### src/rtl/msi_bank_pkg.sv
package msi_bank_pkg;

  typedef enum logic {
    MAP_WIDE  = 1'b0,
    MAP_DENSE = 1'b1
  } map_e;

  function automatic int unsigned doorbell_offset(map_e m);
    return (m == MAP_WIDE) ? 32'h140 : 32'h38;
  endfunction

  function automatic int unsigned status_stride(map_e m);
    return (m == MAP_WIDE) ? 32'd16 : 32'd4;
  endfunction

  function automatic int unsigned status_offset(map_e m, int unsigned idx);
    return idx * status_stride(m);
  endfunction

  function automatic int unsigned vector_reg(int unsigned v, int unsigned bits);
    return v / bits;
  endfunction

  function automatic int unsigned vector_bit(int unsigned v, int unsigned bits);
    return v % bits;
  endfunction

  function automatic logic vector_in_range(int unsigned v, int unsigned total);
    return v < total;
  endfunction

endpackage

### src/rtl/msi_addr_decode.sv
module msi_addr_decode
  import msi_bank_pkg::*;
#(
  parameter int   ADDR_W   = 12,
  parameter int   NUM_REGS = 8,
  parameter int   IDX_W    = 3,
  parameter map_e MAP      = MAP_WIDE
) (
  input  logic              wr_en,
  input  logic [ADDR_W-1:0] wr_addr,
  input  logic              rd_en,
  input  logic [ADDR_W-1:0] rd_addr,
  output logic              door_hit,
  output logic              rd_hit,
  output logic [IDX_W-1:0]  rd_idx
);

  localparam int unsigned DOOR_OFF = doorbell_offset(MAP);

  logic [NUM_REGS-1:0] rd_sel;

  assign door_hit = wr_en && (wr_addr == ADDR_W'(DOOR_OFF));

  for (genvar g = 0; g < NUM_REGS; g++) begin : g_rsel
    localparam int unsigned REG_OFF = status_offset(MAP, g);
    assign rd_sel[g] = rd_en && (rd_addr == ADDR_W'(REG_OFF));
  end

  assign rd_hit = |rd_sel;

  always_comb begin
    rd_idx = '0;
    for (int i = 0; i < NUM_REGS; i++) begin
      if (rd_sel[i]) rd_idx = rd_idx | IDX_W'(i);
    end
  end

endmodule

### src/rtl/msi_vector_decode.sv
module msi_vector_decode
  import msi_bank_pkg::*;
#(
  parameter int DATA_W   = 32,
  parameter int NUM_REGS = 8,
  parameter int IDX_W    = 3,
  parameter int BIT_W    = 5
) (
  input  logic              door_hit,
  input  logic [DATA_W-1:0] wr_data,
  output logic              set_valid,
  output logic [IDX_W-1:0]  set_idx,
  output logic [BIT_W-1:0]  set_bit
);

  localparam int unsigned TOTAL = NUM_REGS * DATA_W;

  assign set_valid = door_hit && vector_in_range(wr_data, TOTAL);
  assign set_idx   = IDX_W'(vector_reg(wr_data, DATA_W));
  assign set_bit   = BIT_W'(vector_bit(wr_data, DATA_W));

endmodule

### src/rtl/msi_status_slice.sv
module msi_status_slice #(
  parameter int DATA_W = 32
) (
  input  logic              clk,
  input  logic              rst_n,
  input  logic [DATA_W-1:0] set_mask,
  input  logic              clr_en,
  output logic [DATA_W-1:0] status,
  output logic              irq
);

  always_ff @(posedge clk or negedge rst_n) begin
    if (!rst_n) begin
      status <= '0;
      irq    <= 1'b0;
    end else begin
      status <= (clr_en ? '0 : status) | set_mask;
      irq    <= |status;
    end
  end

endmodule

### src/rtl/msi_doorbell_bank.sv
module msi_doorbell_bank
  import msi_bank_pkg::*;
#(
  parameter int   NUM_REGS = 8,
  parameter int   DATA_W   = 32,
  parameter int   ADDR_W   = 12,
  parameter map_e MAP      = MAP_WIDE
) (
  input  logic                clk,
  input  logic                rst_n,
  input  logic                wr_en,
  input  logic [ADDR_W-1:0]   wr_addr,
  input  logic [DATA_W-1:0]   wr_data,
  input  logic                rd_en,
  input  logic [ADDR_W-1:0]   rd_addr,
  output logic [DATA_W-1:0]   rd_data,
  output logic [NUM_REGS-1:0] irq_out
);

  localparam int IDX_W = (NUM_REGS > 1) ? $clog2(NUM_REGS) : 1;
  localparam int BIT_W = (DATA_W > 1) ? $clog2(DATA_W) : 1;

  logic                              door_hit;
  logic                              rd_hit;
  logic [IDX_W-1:0]                  rd_idx;
  logic                              set_valid;
  logic [IDX_W-1:0]                  set_idx;
  logic [BIT_W-1:0]                  set_bit;
  logic [NUM_REGS-1:0][DATA_W-1:0]   set_mask;
  logic [NUM_REGS-1:0]               clr_en;
  logic [NUM_REGS-1:0][DATA_W-1:0]   status_q;
  logic [DATA_W-1:0]                 rd_word;
  logic [DATA_W-1:0]                 rd_data_q;

  msi_addr_decode #(
    .ADDR_W   (ADDR_W),
    .NUM_REGS (NUM_REGS),
    .IDX_W    (IDX_W),
    .MAP      (MAP)
  ) u_addr_decode (
    .wr_en    (wr_en),
    .wr_addr  (wr_addr),
    .rd_en    (rd_en),
    .rd_addr  (rd_addr),
    .door_hit (door_hit),
    .rd_hit   (rd_hit),
    .rd_idx   (rd_idx)
  );

  msi_vector_decode #(
    .DATA_W   (DATA_W),
    .NUM_REGS (NUM_REGS),
    .IDX_W    (IDX_W),
    .BIT_W    (BIT_W)
  ) u_vector_decode (
    .door_hit  (door_hit),
    .wr_data   (wr_data),
    .set_valid (set_valid),
    .set_idx   (set_idx),
    .set_bit   (set_bit)
  );

  for (genvar g = 0; g < NUM_REGS; g++) begin : g_slice
    assign set_mask[g] = (set_valid && (set_idx == IDX_W'(g)))
                         ? (DATA_W'(1) << set_bit) : '0;
    assign clr_en[g]   = rd_hit && (rd_idx == IDX_W'(g));

    msi_status_slice #(
      .DATA_W (DATA_W)
    ) u_slice (
      .clk      (clk),
      .rst_n    (rst_n),
      .set_mask (set_mask[g]),
      .clr_en   (clr_en[g]),
      .status   (status_q[g]),
      .irq      (irq_out[g])
    );
  end

  assign rd_word = rd_hit ? status_q[rd_idx] : '0;

  always_ff @(posedge clk or negedge rst_n) begin
    if (!rst_n) rd_data_q <= '0;
    else        rd_data_q <= rd_en ? rd_word : '0;
  end

  assign rd_data = rd_data_q;

endmodule

### config.mk
export PLATFORM = sky130hd
export DESIGN_NAME = msi_doorbell_bank
export DESIGN_NICKNAME = d
export VERILOG_FILES = /design/src/rtl/msi_bank_pkg.sv /design/src/rtl/msi_addr_decode.sv /design/src/rtl/msi_vector_decode.sv /design/src/rtl/msi_status_slice.sv /design/src/rtl/msi_doorbell_bank.sv
export SDC_FILE = /design/constraint.sdc
export NUM_CORES = 1
export LEC_CHECK = 0
export BUFFER_PORTS_ARGS = -buffer_cell sky130_fd_sc_hd__buf_2
export CELL_PAD_IN_SITES_DETAIL_PLACEMENT = 1
export CELL_PAD_IN_SITES_GLOBAL_PLACEMENT = 1
export CORE_ASPECT_RATIO = 0.6
export CORE_MARGIN = 3
export CORE_UTILIZATION = 30
export DETAILED_ROUTE_END_ITERATION = 8
export PLACE_DENSITY = 0.61
export SLEW_MARGIN = 20
export SYNTH_ARGS = -nofsm -noshare
export SYNTH_HDL_FRONTEND = slang
export SYNTH_SLANG_ARGS = --single-unit
### constraint.sdc
create_clock -name clk -period 1.2 [get_ports clk]
set_clock_uncertainty 0.05 [all_clocks]
set_input_delay 0.06 -clock clk [delete_from_list [all_inputs] [get_ports clk]]
set_output_delay 0.06 -clock clk [all_outputs]
set_load 0.02 [all_outputs]
==> impl_metrics.csv <==
group,metric,value,unit
clock_tree,cts_root_buf,"clkbuf_16",
global_route,grt_overflow_total,0,
routing,drc,0,
synthesis,syn_area,0.0140,mm2
routing,routed_via_density,5.86,
critical_path,crit_path_end_kind,"flop",
power,power_leakage,9.96,nW
synthesis,synth.most_common_cell,"o21ai_0",
finish,area_growth,63.2,%
synthesis,syn_avg_cell_area,9.98,um2
routing,ant_nets,0,
floorplan,fp.dieH,174,um
run_status,failed_checks,"negative hold slack, negative setup slack",
routing,met3WireLength,4510,um
placement,io_buffers,99,
floorplan,start_util,30.8,%
placement,gp_congestion,0.858,
timing,rsz0062_at_grt,"yes",
global_route,grt_max_degree,129,
clock_tree,path_clk_slew,0.07,ns
timing,slew_viol_final,0,
finish,final_area,0.0229,mm2
critical_path,criticalPathCategory,"flop to flop",
timing,relSlewSlack,53.3,%
floorplan,die_w,285,um
clock_tree,ctsHoldBuffers,11,
synthesis,synth_top_flop_cell,"dfrtp_1",
power,p_total,21.6,mW
synthesis,ys_warn_count,0,
critical_path,critPathBufInv,2,
critical_path,crit_slowest_cell,"dfrtp_1",
critical_path,start_kind,"flop",
finish,fill_cells,4774,
critical_path,crit_family,"simple AND/OR/NAND/NOR gates",
routing,first_iter_violations,1225,
timing,finalHoldViolCount,18,
placement,hpwl,43300,um
synthesis,synth.yosys.seq_area_share,52.8,%
hold_path,hp-class,"primary input to async pin",
placement,place_area,0.0182,mm2
synthesis,synthTopCellsByCount,"o21ai_0 (461), dfrtp_1 (296), clkbuf_1 (105)",
synthesis,yosys.area.top_type_share,52.8,%
timing,fin_crit_sh,136,%
floorplan,coreArea,0.0455,mm2
power,power_density,943,mW/mm2
clock_tree,cts_tree,"yes",
clock_tree,numCtsBuffers,29,
timing,min_period,1.64,ns
synthesis,synth_edf_count,0,
routing,top_layer_used,"met4",
finish,drive_gt1_share,54.5,%
timing,fmax,0.611,GHz
clock_tree,cts_sinks,296,
routing,route.met2.wl,30100,um
critical_path,path_max_fanout,2,
clock_tree,clock_latency,0.58,ns
routing,dr.pass1.iters,5,
finish,multi_input_area,0.00853,mm2
power,irDropWorstVdd,0.000979,V
floorplan,die-area,0.0495,mm2
critical_path,arrival,2.03,ns
run_status,status,"finished, violations left",
timing,worstMarginPinSlew,0.701,ns
job,maxCapViolCount,0,
finish,seq_area,0.00741,mm2
clock_tree,cts.path.max_buffers,3,
timing,setup_ws,-0.436,ns
critical_path,max_stage_delay,0.41,ns
finish,fin_util,50.3,%
critical_path,path_cells,"nor4_2, buf_4, nand4_1, buf_6, or2_4",
floorplan,pin_count,100,
finish,nets,1889,
timing,setup_viol,296,
routing,wl_met1,30800,um
routing,drt_wl_total,67100,um
synthesis,syn_nets,1466,
timing,whs,-0.0823,ns
synthesis,synth_area_leaders,"dfrtp_1 (53%), o21ai_0 (16%), mux2i_1 (3.4%)",
global_route,grt_pass1_vias,15279,
synthesis,synth_seq_cells,296,
synthesis,synth_cells,1406,
synthesis,async_reset_ff_share,100,%
critical_path,required,1.60,ns
global_route,grt_first_pass_wirelength,98100,um
global_route,antenna_found_initial,0,
routing,vias,14483,
synthesis,synth_top_cell_by_area,"dfrtp_1",
routing,wl_per_cell,27.1,um
finish,diodes,0,
clock_tree,ctsHtreeMaxLevel,1,
floorplan,row_count,60,
synthesis,synthDistinctLibCells,41,
global_route,grt_usage,25.8,%
-- flip-flops by register name (all words and copies together), names as in the netlist --
signal                  cells
g_slice.u_slice.status    256
g_slice.u_slice.irq         8
rd_data                    32
-- power by group --
part / switching (mW) / total (mW) / internal (mW)
clock: 4.23 / 10.0 / 5.78
combinational: 0.992 / 1.60 / 0.608
sequential: 0.000165 / 9.97 / 9.97
-- cells by family (layout without fill, tap and decap cells) --
family,count (synthesis),after routing,synth area share [%]
AO/OA/AOI/OAI,608,608,24.5
buffers and inverters,140,584,4.16
flip-flops,296,296,52.8
multiplexers,64,64,5.99
AND/OR/NAND/NOR,298,298,12.6
-- routing by layer --
metal  global-route usage [%]  up-vias
met5                        0        -
met4                     5.49        0
met3                     6.49       99
met2                     39.8      452
met1                     36.6     7641
li1                         -     6291
-- area by class of cell --
cell class,instances,area share [%]
timing repair buffer,532,22.6
clock inverter,10,0.683
clock buffer,42,3.73
multi-input combinational,970,37.2
sequential,296,32.4
tap,620,3.39
-- through the flow --
| step | TNS, ns | setup slack [ns] | hold WS [ns] | instances |
|---|---|---|---|---|
| 2_1_floorplan | -102.95 | -0.446 | -0.286 | 1406 |
| 3_3_place_gp | -165.31 | -0.691 | -0.0902 | 2369 |
| 3_5_place_dp | -173.46 | -0.776 | -0.0898 | 2369 |
| 4_1_cts | -19.35 | -0.374 | -0.0974 | 2456 |
| 5_1_grt | -38.93 | -0.462 | -0.0739 | 2470 |
| 6_report | -36.41 | -0.436 | -0.0823 | 2470 |
-- repair_timing --
item | in CTS | in global routing
buffers inserted | 25 | 21
endpoints found under the hold margin | 334 | 18
endpoints found under the setup margin | 189 | 336
pin swaps | 112 | 79
gates resized for setup | 512 | 317
gates cloned | 8 | 4
-- final timing paths --
path | from | end | slack, ns | cells past startpoint
max in group asynchronous | rst_n | g_slice[2].u_slice.status[16] | 0.54 | 3
worst max register to register | g_slice[4].u_slice.status[16] | g_slice[4].u_slice.irq | -0.44 | 5
worst max-delay path | g_slice[4].u_slice.status[16] | g_slice[4].u_slice.irq | -0.44 | 5
worst min register to register | g_slice[7].u_slice.status[4] | g_slice[7].u_slice.status[4] | 0.51 | 2
worst min-delay path | rst_n | g_slice[7].u_slice.status[11] | -0.08 | 2
min in group clk | wr_data[7] | g_slice[0].u_slice.status[31] | 0.01 | 5
-- placed cells by master (no fill, tap or decap), types with 5 or more instances in the layout --
cell type / instances
o21ai_2: 215
mux2i_1: 30
mux2i_4: 9
o31ai_4: 49
o211ai_1: 31
clkbuf_16: 32
mux4_2: 16
nor2_1: 23
nand4b_1: 15
a2bb2oi_2: 25
clkbuf_8: 8
nand3b_1: 12
buf_16: 5
buf_2: 54
nor4_4: 10
mux2i_2: 9
nor4_1: 40
buf_6: 121
nand2_2: 16
nand3_1: 45
nor4_2: 21
nand2_1: 21
o31ai_2: 9
buf_4: 283
o21ai_0: 198
o21ai_4: 5
clkbuf_1: 5
dfrtp_2: 6
nand4_1: 42
dlygate4sd3_1: 10
buf_8: 5
or2_4: 9
buf_12: 51
o21ai_1: 52
a2bb2oi_4: 6
dfrtp_1: 290
a22oi_2: 13
(Power assumes the default switching activity.)
